**src/rtl/rxacc_pkg.sv**
```systemverilog
package rxacc_pkg;

    typedef enum logic [1:0] {
        ST_IDLE = 2'd0,
        ST_PASS = 2'd1,
        ST_CLIP = 2'd2
    } rxacc_state_e;

    typedef struct packed {
        logic acc_err;
        logic acc_runt;
        logic acc_tx;
        logic acc_long;
    } rxacc_cfg_t;

    typedef struct packed {
        logic crc;
        logic align;
        logic coll;
        logic tx;
    } rxacc_flags_t;

endpackage

```
**src/rtl/rxacc_len_ctr.sv**
```systemverilog
module rxacc_len_ctr #(
    parameter int LEN_W = 12
) (
    input  logic             clk,
    input  logic             rst_n,
    input  logic             step,
    input  logic             restart,
    output logic [LEN_W-1:0] cnt_next
);
    localparam logic [LEN_W-1:0] CNT_TOP = '1;

    logic [LEN_W-1:0] cnt_q;

    // Count including the current beat; saturates at the counter ceiling.
    always_comb begin
        if (restart)
            cnt_next = LEN_W'(1);
        else if (cnt_q == CNT_TOP)
            cnt_next = CNT_TOP;
        else
            cnt_next = cnt_q + 1'b1;
    end

    always_ff @(posedge clk or negedge rst_n) begin
        if (!rst_n)
            cnt_q <= '0;
        else if (step)
            cnt_q <= cnt_next;
    end
endmodule

```
**src/rtl/rxacc_judge.sv**
```systemverilog
module rxacc_judge
    import rxacc_pkg::*;
#(
    parameter int LEN_W   = 12,
    parameter int MIN_LEN = 64,
    parameter int STD_MAX = 1518,
    parameter int STD_CUT = 1514,
    parameter int EXT_MAX = 2046
) (
    input  rxacc_cfg_t       cfg,
    input  rxacc_flags_t     flags,
    input  logic [LEN_W-1:0] rx_len,
    output logic [LEN_W-1:0] wr_limit,
    output logic [LEN_W-1:0] rep_len,
    output logic             is_err,
    output logic             is_long,
    output logic             is_runt,
    output logic             accept
);
    localparam logic [LEN_W-1:0] LIM_MIN = LEN_W'(MIN_LEN);
    localparam logic [LEN_W-1:0] LIM_STD = LEN_W'(STD_MAX);
    localparam logic [LEN_W-1:0] LEN_CUT = LEN_W'(STD_CUT);
    localparam logic [LEN_W-1:0] LIM_EXT = LEN_W'(EXT_MAX);

    logic tx_reject;
    logic err_ok;
    logic runt_ok;
    logic long_ok;

    always_comb begin
        wr_limit  = cfg.acc_long ? LIM_EXT : LIM_STD;
        is_long   = cfg.acc_long ? (rx_len > LIM_EXT) : (rx_len > LIM_STD);
        is_runt   = rx_len < LIM_MIN;
        if (cfg.acc_long)
            rep_len = is_long ? LIM_EXT : rx_len;
        else
            rep_len = is_long ? LEN_CUT : rx_len;

        // Collisions count as errors only while transmit overlap is not accepted.
        is_err    = flags.crc | flags.align | (flags.coll & ~cfg.acc_tx);
        tx_reject = flags.tx & ~cfg.acc_tx;
        err_ok    = ~is_err  | cfg.acc_err;
        runt_ok   = ~is_runt | cfg.acc_runt;
        long_ok   = ~is_long | cfg.acc_long;
        accept    = ~tx_reject & err_ok & runt_ok & long_ok;
    end
endmodule

```
**src/rtl/rxacc_filter.sv**
```systemverilog
module rxacc_filter
    import rxacc_pkg::*;
#(
    parameter int LEN_W   = 12,
    parameter int DATA_W  = 8,
    parameter int MIN_LEN = 64,
    parameter int STD_MAX = 1518,
    parameter int STD_CUT = 1514,
    parameter int EXT_MAX = 2046
) (
    input  logic              clk,
    input  logic              rst_n,
    input  logic              cfg_acc_err,
    input  logic              cfg_acc_runt,
    input  logic              cfg_acc_tx,
    input  logic              cfg_acc_long,
    input  logic              tx_active,
    input  logic              in_valid,
    input  logic              in_sof,
    input  logic              in_eof,
    input  logic [DATA_W-1:0] in_data,
    input  logic              in_err_crc,
    input  logic              in_err_align,
    input  logic              in_err_coll,
    output logic              fifo_we,
    output logic [DATA_W-1:0] fifo_data,
    output logic              stat_valid,
    output logic [LEN_W-1:0]  stat_len,
    output logic              stat_err,
    output logic              stat_long,
    output logic              stat_runt,
    output logic              stat_accept,
    output logic              stat_drop
);
    rxacc_state_e     state_q, state_d;
    rxacc_cfg_t       cfg_q, cfg_live, cfg_eff;
    rxacc_flags_t     flags_q, flags_beat, flags_eff;

    logic             in_frame;
    logic             beat;
    logic             start;
    logic [LEN_W-1:0] len_now;
    logic [LEN_W-1:0] wr_limit;
    logic [LEN_W-1:0] rep_len;
    logic             j_err, j_long, j_runt, j_accept;

    assign in_frame = (state_q != ST_IDLE);
    assign beat     = in_valid & (in_frame | in_sof);
    assign start    = in_valid & in_sof & ~in_frame;

    always_comb begin
        cfg_live   = '{acc_err: cfg_acc_err, acc_runt: cfg_acc_runt,
                       acc_tx: cfg_acc_tx, acc_long: cfg_acc_long};
        flags_beat = '{crc: in_err_crc, align: in_err_align,
                       coll: in_err_coll, tx: tx_active};
        cfg_eff    = start ? cfg_live : cfg_q;
        flags_eff  = (start ? '0 : flags_q) | flags_beat;
    end

    rxacc_len_ctr #(
        .LEN_W (LEN_W)
    ) u_len (
        .clk      (clk),
        .rst_n    (rst_n),
        .step     (beat),
        .restart  (start),
        .cnt_next (len_now)
    );

    rxacc_judge #(
        .LEN_W   (LEN_W),
        .MIN_LEN (MIN_LEN),
        .STD_MAX (STD_MAX),
        .STD_CUT (STD_CUT),
        .EXT_MAX (EXT_MAX)
    ) u_judge (
        .cfg      (cfg_eff),
        .flags    (flags_eff),
        .rx_len   (len_now),
        .wr_limit (wr_limit),
        .rep_len  (rep_len),
        .is_err   (j_err),
        .is_long  (j_long),
        .is_runt  (j_runt),
        .accept   (j_accept)
    );

    // Next-state logic
    always_comb begin
        state_d = state_q;
        unique case (state_q)
            ST_IDLE: begin
                if (start && !in_eof)
                    state_d = ST_PASS;
            end
            ST_PASS: begin
                if (in_valid && in_eof)
                    state_d = ST_IDLE;
                else if (in_valid && (len_now >= wr_limit))
                    state_d = ST_CLIP;
            end
            ST_CLIP: begin
                if (in_valid && in_eof)
                    state_d = ST_IDLE;
            end
            default: state_d = ST_IDLE;
        endcase
    end

    // State register and per-frame context
    always_ff @(posedge clk or negedge rst_n) begin
        if (!rst_n) begin
            state_q <= ST_IDLE;
            cfg_q   <= '0;
            flags_q <= '0;
        end else begin
            state_q <= state_d;
            if (start)
                cfg_q <= cfg_live;
            if (beat)
                flags_q <= flags_eff;
        end
    end

    // Registered outputs
    always_ff @(posedge clk or negedge rst_n) begin
        if (!rst_n) begin
            fifo_we     <= 1'b0;
            fifo_data   <= '0;
            stat_valid  <= 1'b0;
            stat_len    <= '0;
            stat_err    <= 1'b0;
            stat_long   <= 1'b0;
            stat_runt   <= 1'b0;
            stat_accept <= 1'b0;
            stat_drop   <= 1'b0;
        end else begin
            fifo_we    <= beat && (state_q != ST_CLIP) && (len_now <= wr_limit);
            fifo_data  <= in_data;
            stat_valid <= beat && in_eof;
            if (beat && in_eof) begin
                stat_len    <= rep_len;
                stat_err    <= j_err;
                stat_long   <= j_long;
                stat_runt   <= j_runt;
                stat_accept <= j_accept;
                stat_drop   <= ~j_accept;
            end else begin
                stat_len    <= '0;
                stat_err    <= 1'b0;
                stat_long   <= 1'b0;
                stat_runt   <= 1'b0;
                stat_accept <= 1'b0;
                stat_drop   <= 1'b0;
            end
        end
    end
endmodule

```
**config.mk**
```make
export PLATFORM = sky130hd
export DESIGN_NAME = rxacc_filter
export DESIGN_NICKNAME = d
export VERILOG_FILES = /design/src/rtl/rxacc_pkg.sv /design/src/rtl/rxacc_len_ctr.sv /design/src/rtl/rxacc_judge.sv /design/src/rtl/rxacc_filter.sv
export SDC_FILE = /design/constraint.sdc
export NUM_CORES = 1
export LEC_CHECK = 0
export BUFFER_PORTS_ARGS = -buffer_cell sky130_fd_sc_hd__buf_2
export CAP_MARGIN = 20
export CORE_MARGIN = 1
export CORE_UTILIZATION = 49
export CTS_CLUSTER_SIZE = 20
export DETAILED_ROUTE_END_ITERATION = 10
export PLACE_DENSITY_LB_ADDON = 0.1
export SYNTH_ARGS = -nofsm -noshare
export SYNTH_HDL_FRONTEND = slang
export SYNTH_SLANG_ARGS = --single-unit
```
**constraint.sdc**
```tcl
create_clock -name clk -period 2.66 [get_ports clk]
set_input_delay 0.532 -clock clk [delete_from_list [all_inputs] [get_ports clk]]
set_output_delay 0.532 -clock clk [all_outputs]
set_load 0.1 [all_outputs]
```
==> results of run 1 <==
critical path, cell delays in order, from the launching register on:
cell and delay [ns]:
dfrtp_1 0.42, buf_6 0.15, and4_1 0.27, and3_4 0.22, mux2_4 0.32, nor4b_4 0.32, nand3_2 0.13, or4_1 0.43
a211oi_2 0.23
kinds of logic (layout without fill, tap and decap cells):
logic type | Yosys count | after routing | synth area share, %
compound gates | 73 | 73 | 20.0
xor+xnor | 2 | 2 | 0.707
fa+ha+maj | 3 | 3 | 1.52
buf+inv | 27 | 94 | 5.20
flops | 49 | 49 | 49.5
mux | 6 | 6 | 2.63
other cells | 1 | 1 | 0.151
simple gates | 88 | 88 | 20.4
through the flow:
stage	power, mW	std cells	worst slack (ns)	util, %	hold slack [ns]
6_report	2.54	383	0.0698	63.9	0.149
3_5_place_dp	2.04	372	0.0953	60.4	0.488
2_1_floorplan	1.73	249	0.146	-	0.236
5_1_grt	2.68	383	-0.0469	63.9	0.195
4_1_cts	2.50	380	0.0292	62.4	0.166
3_3_place_gp	2.02	372	0.0775	60.4	0.470
metal layers:
| metal | vias to the layer above | global-route usage (%) | share of wire (%) |
|---|---|---|---|
| li1 | 1036 | - | - |
| met1 | 1025 | 32.9 | 45 |
| met2 | 84 | 38.4 | 49 |
| met3 | 10 | 4.01 | 4.9 |
| met4 | 0 | 8.06 | 1.7 |
| met5 | - | 0 | 0 |
worst max-delay path by stage:
| stage | from | end | slack, ns | cells past startpoint |
|---|---|---|---|---|
| after floorplan | u_len.cnt_q[0]$_DFFE_PN0P_ | fifo_we$_DFF_PN0_ | 0.15 | 10 |
| after global placement | u_len.cnt_q[0]$_DFFE_PN0P_ | stat_accept$_DFF_PN0_ | 0.08 | 10 |
| after detailed placement | u_len.cnt_q[0]$_DFFE_PN0P_ | fifo_we$_DFF_PN0_ | 0.1 | 9 |
| after CTS | u_len.cnt_q[0]$_DFFE_PN0P_ | fifo_we$_DFF_PN0_ | 0.03 | 9 |
| after global routing | u_len.cnt_q[0]$_DFFE_PN0P_ | fifo_we$_DFF_PN0_ | -0.05 | 8 |
| final | u_len.cnt_q[0]$_DFFE_PN0P_ | fifo_we$_DFF_PN0_ | 0.07 | 8 |
repair_timing:
item,in CTS,in global routing
buffers inserted,0,3
gates resized for setup,0,10
setup endpoints to repair,0,14
synth_stat cells, drive strengths merged, types with 2 or more instances:
master / n
a211oi: 3
a21oi: 18
a22o: 5
a31o: 2
a31oi: 3
and2: 2
and3: 5
and4: 2
buf: 11
clkbuf: 4
dfrtp: 49
ha: 3
inv: 12
mux2i: 5
nand2: 25
nand2b: 4
nand3: 9
nand4: 4
nand4b: 2
nor2: 10
nor2b: 5
nor3: 9
nor4bb: 4
o211ai: 4
o21a: 3
o21ai: 18
o31ai: 6
or3: 2
xnor2: 2
report_power, final:
group	internal (mW)	leakage [nW]	switching, mW
Combinational	0.371	0.768	0.720
Clock	0.192	0.0423	0.265
Sequential	0.884	0.629	0.107
cell usage in the layout (no fill, tap or decap), types with 7 or more instances in the layout:
| cell | count |
|---|---|
| inv_1 | 12 |
| nand3_1 | 8 |
| buf_4 | 26 |
| o21ai_0 | 14 |
| dfrtp_1 | 48 |
| buf_2 | 47 |
| nor3_1 | 7 |
| a21oi_1 | 18 |
| nor2_1 | 10 |
| nand2_1 | 25 |
layout make-up:
cell class / instances / area, um2
clock inverters: 3 / 26.3
fillers: 408 / 1730
multi-input cells: 173 / 1160
repair buffers: 74 / 442
clock buffers: 5 / 68.8
flip-flops and latches: 49 / 1230
well taps: 67 / 83.8
inverters: 12 / 45.0
registers in the layout, indices dropped and copies added (netlist names):
name / cells
cfg_q: 4
stat_drop: 1
stat_runt: 1
stat_long: 1
fifo_we: 1
stat_valid: 1
flags_q: 4
u_len.cnt_q: 12
stat_len: 12
fifo_data: 8
stat_err: 1
stat_accept: 1
state_q: 2
==> results.cfg, run 1 <==
[outcome]
outcome = finished, final reports clean

[critical_path]
critPathLaunchType = register
worstRegToRegCells = 8
cp.required_ns = 2.87
r2r_slack_ns = 0.07
path_class = register to register
reg2reg_to = fifo_we$_DFF_PN0_
critical_path_arrival_ns = 2.80
r2r_start = u_len.cnt_q[0]$_DFFE_PN0P_
cp_max_fo = 8
cp-end-kind = register

[die]
fp-row-count = 25
io_pins = 48
initial_utilization_pct = 51.8
fp.dieW_um = 73.1
die-area_um2 = 5340
die_h_um = 73.1
core_area_um2 = 4790

[sta]
finalSetupTns_ns = 0
slew_headroom_pct = 58.3
finalMaxSlewViolations = 0
rsz0062_at_grt = yes
skew_ns = 0.0125
worstMarginPinSlew_ns = 0.624
setup_viol = 0
finalCritPeriodShare_pct = 97.4
min_period_ns = 2.59
finalHoldViolCount = 0
fmax_mhz = 386

[route]
routedWlPerCell_um = 15.9
drc_errors = 0
drt-total-wl_mm = 6.08
drtPass1Iterations = 4
vias = 2155
antenna_left = 0
avgViaCountPerCell = 5.63
drt_iter0_drc = 169

[logic_synthesis]
synth_ff_type = dfrtp_1
yosys_warnings = 0
synthesis.nets = 273
synth.cell_area_um2 = 2480
ys_seq_area_share_pct = 49.5
avgSynthCellArea_um2 = 9.95
async_reset_ff_share_pct = 100
ys_ff_latch = 49
synth.top_cell.area_share_pct = 49.5
synthDistinctLibCells = 57
synthCells = 249
synth_edf_count = 0
synthTopCellsByArea = dfrtp_1, nand2_1, a21oi_1, o21ai_0, mux2i_1
synth_top_cell_by_area = dfrtp_1

[grt]
grt_antenna_before_repair = 0
track_usage_pct = 23.9
grt_max_degree = 32
overflow = 0
grt_pass1_wl_mm = 9.62
grt_pass1_vias = 1960

[cells_and_area]
drive_above_1_share_pct = 31.0
diodes = 0
final_area_um2 = 3060
finalNetCount = 339
area_growth_syn_to_layout_pct = 23.4

[clock_network]
cts-buffers-inserted = 5
cts_sinks = 49
htreeDepth = 2
insertion_delay_ns = 0.30
cts_tree = done
cts_root_buf = clkbuf_8
clk_pin_slew_ns = 0.10
clk_path_buf_depth = 2
hold_buffers = 0

[run]
max-cap-violations = 0

[placed_design]
hpwlAfterDp_mm = 4.42
numPortBuffers = 47
place_area_um2 = 2890
gp_congestion = 0.922

[pwr]
vdd_drop_max_mv = 0.733
p_leak_nw = 1.44
p_per_area_nw_per_um2 = 831

[min_path]
worst_hold_path_type = input port to asynchronous set/reset pin
(Power assumes the default switching activity.)
==> run 2: changes to the inputs <==
--- a/config.mk
+++ b/config.mk
@@ -12,6 +12,7 @@
 export CTS_CLUSTER_SIZE = 20
 export DETAILED_ROUTE_END_ITERATION = 10
 export PLACE_DENSITY_LB_ADDON = 0.1
+export REMOVE_ABC_BUFFERS = 1
 export SYNTH_ARGS = -nofsm -noshare
 export SYNTH_HDL_FRONTEND = slang
 export SYNTH_SLANG_ARGS = --single-unit
==> run 2 against run 1 <==
Critical path depth down 1. Register-to-register slack better by 0.06 ns. Worst setup slack better by 0.061 ns.
==> results.cfg, run 2 (synthesis results as in run 1) <==
[sta]
slew_headroom_pct = 64.6
setup_viol = 0
hold_ws_ns = 0.114
finalCritPeriodShare_pct = 95.1
skew_ns = 0.00698
worstMarginPinSlew_ns = 0.528
min_period_ns = 2.53
finalSetupTns_ns = 0
finalHoldViolCount = 0
finalMaxSlewViolations = 0
fmax_mhz = 395

[critical_path]
path_class = register to register
worstPathCellList = and4_4 > and3_4 > mux2_4 > nor4b_4 > nand3_2 > or4_1 > a211oi_2
cp_top_family = simple AND/OR/NAND/NOR gates
cp.required_ns = 2.89
critPathLaunchType = register
critPathBufInv = 0
cp_max_fo = 9
cp-end-kind = register
critical_path_arrival_ns = 2.76
critical_path.max_stage_delay_ns = 0.52
slowest_stage = dfrtp_1

[die]
fp-row-count = 25
initial_utilization_pct = 51.8
core_area_um2 = 4790
fp.dieW_um = 73.1
die-area_um2 = 5340
die_h_um = 73.1
io_pins = 48

[clock_network]
clk_pin_slew_ns = 0.10
clk_path_buf_depth = 2
htreeDepth = 2
cts_sinks = 49
insertion_delay_ns = 0.30
cts-buffers-inserted = 5
cts_root_buf = clkbuf_8
cts_tree = done

[run]
max-cap-violations = 0

[grt]
grt_max_degree = 20
grt_antenna_before_repair = 0
use_met1_pct = 33.8
gr-usage-met2_pct = 36.6
met3_usage_pct = 4.14
track_usage_pct = 23.6
grt-busiest-layer = met2
grt_pass1_wl_mm = 9.56
grt_pass1_vias = 1972
overflow = 0

[cells_and_area]
reg_top3 = stat_len (12), u_len.cnt_q (12), fifo_data (8)
area_growth_syn_to_layout_pct = 24.2
final_common_cell = buf_2
mostFrequentLayoutCells = buf_2, dfrtp_1, nand2_1, buf_4, a21oi_1
fill_cells = 414
fin_util_pct = 64.3
finalNetCount = 335
drive_above_1_share_pct = 31.1
diodes = 0
stdcell_count = 379

[pwr]
vdd_drop_max_mv = 0.543
p_per_area_nw_per_um2 = 875
p_leak_nw = 1.45
finalPower_mw = 2.69

[route]
drtPass1Iterations = 4
avgViaCountPerCell = 5.64
vias = 2138
drc_errors = 0
drt_iter0_drc = 123
antenna_left = 0
routedWlPerCell_um = 15.4
drt-total-wl_mm = 5.85

[placed_design]
hpwlAfterDp_mm = 4.26
dp.cells = 371
gp_congestion = 0.902
numPortBuffers = 47

[min_path]
worst_hold_path_type = input port to asynchronous set/reset pin

[outcome]
outcome = finished, final reports clean
run 2: power by group:
group	switching [mW]	internal, mW
Sequential	0.114	0.885
Clock	0.260	0.378
Combinational	0.708	0.348
Total	1.08	1.61
run 2: layer usage:
metal	vias up	wire length [um]
met3	8	326
li1	1025	-
met5	-	0
met4	0	68
met2	73	2730
met1	1032	2720
run 2: worst paths after layout:
kind,cells after the start,from,endpoint,slack (ns)
min in group clk,1,in_data[3],fifo_data[3]$_DFF_PN0_,0.33
worst max register to register,7,u_len.cnt_q[4]$_DFFE_PN0P_,fifo_we$_DFF_PN0_,0.13
max in group asynchronous,2,rst_n,u_len.cnt_q[8]$_DFFE_PN0P_,1.97
worst max-delay path,7,u_len.cnt_q[4]$_DFFE_PN0P_,fifo_we$_DFF_PN0_,0.13
worst min-delay path,1,rst_n,fifo_data[7]$_DFF_PN0_,0.11
worst min register to register,2,cfg_q[3]$_DFF_PN0_,cfg_q[3]$_DFF_PN0_,0.49
run 2: cell type report:
class / count / area (um2) / share of cell area, %
Sequential cell: 49 / 1230 / 40.0
Timing Repair Buffer: 70 / 420 / 13.7
Inverter: 12 / 45.0 / 1.46
Clock inverter: 3 / 68.8 / 2.24
Multi-Input combinational cell: 173 / 1160 / 37.7
Clock buffer: 5 / 68.8 / 2.24
Tap cell: 67 / 83.8 / 2.72
run 2: repair_timing:
action,4_1_cts,5_1_grt
hold buffers,0,0
gates resized for setup,0,11
buffers inserted,0,0
setup endpoints to repair,0,13
run 2: stage by stage:
| stage | area, um2 | worst slack, ns |
|---|---|---|
| 2_1_floorplan | 2390 | -0.186 |
| 3_5_place_dp | 2900 | 0.0910 |
| 3_3_place_gp | 2900 | 0.120 |
| 6_report | 3080 | 0.131 |
| 5_1_grt | 3080 | -0.00400 |
| 4_1_cts | 3040 | 0.0522 |
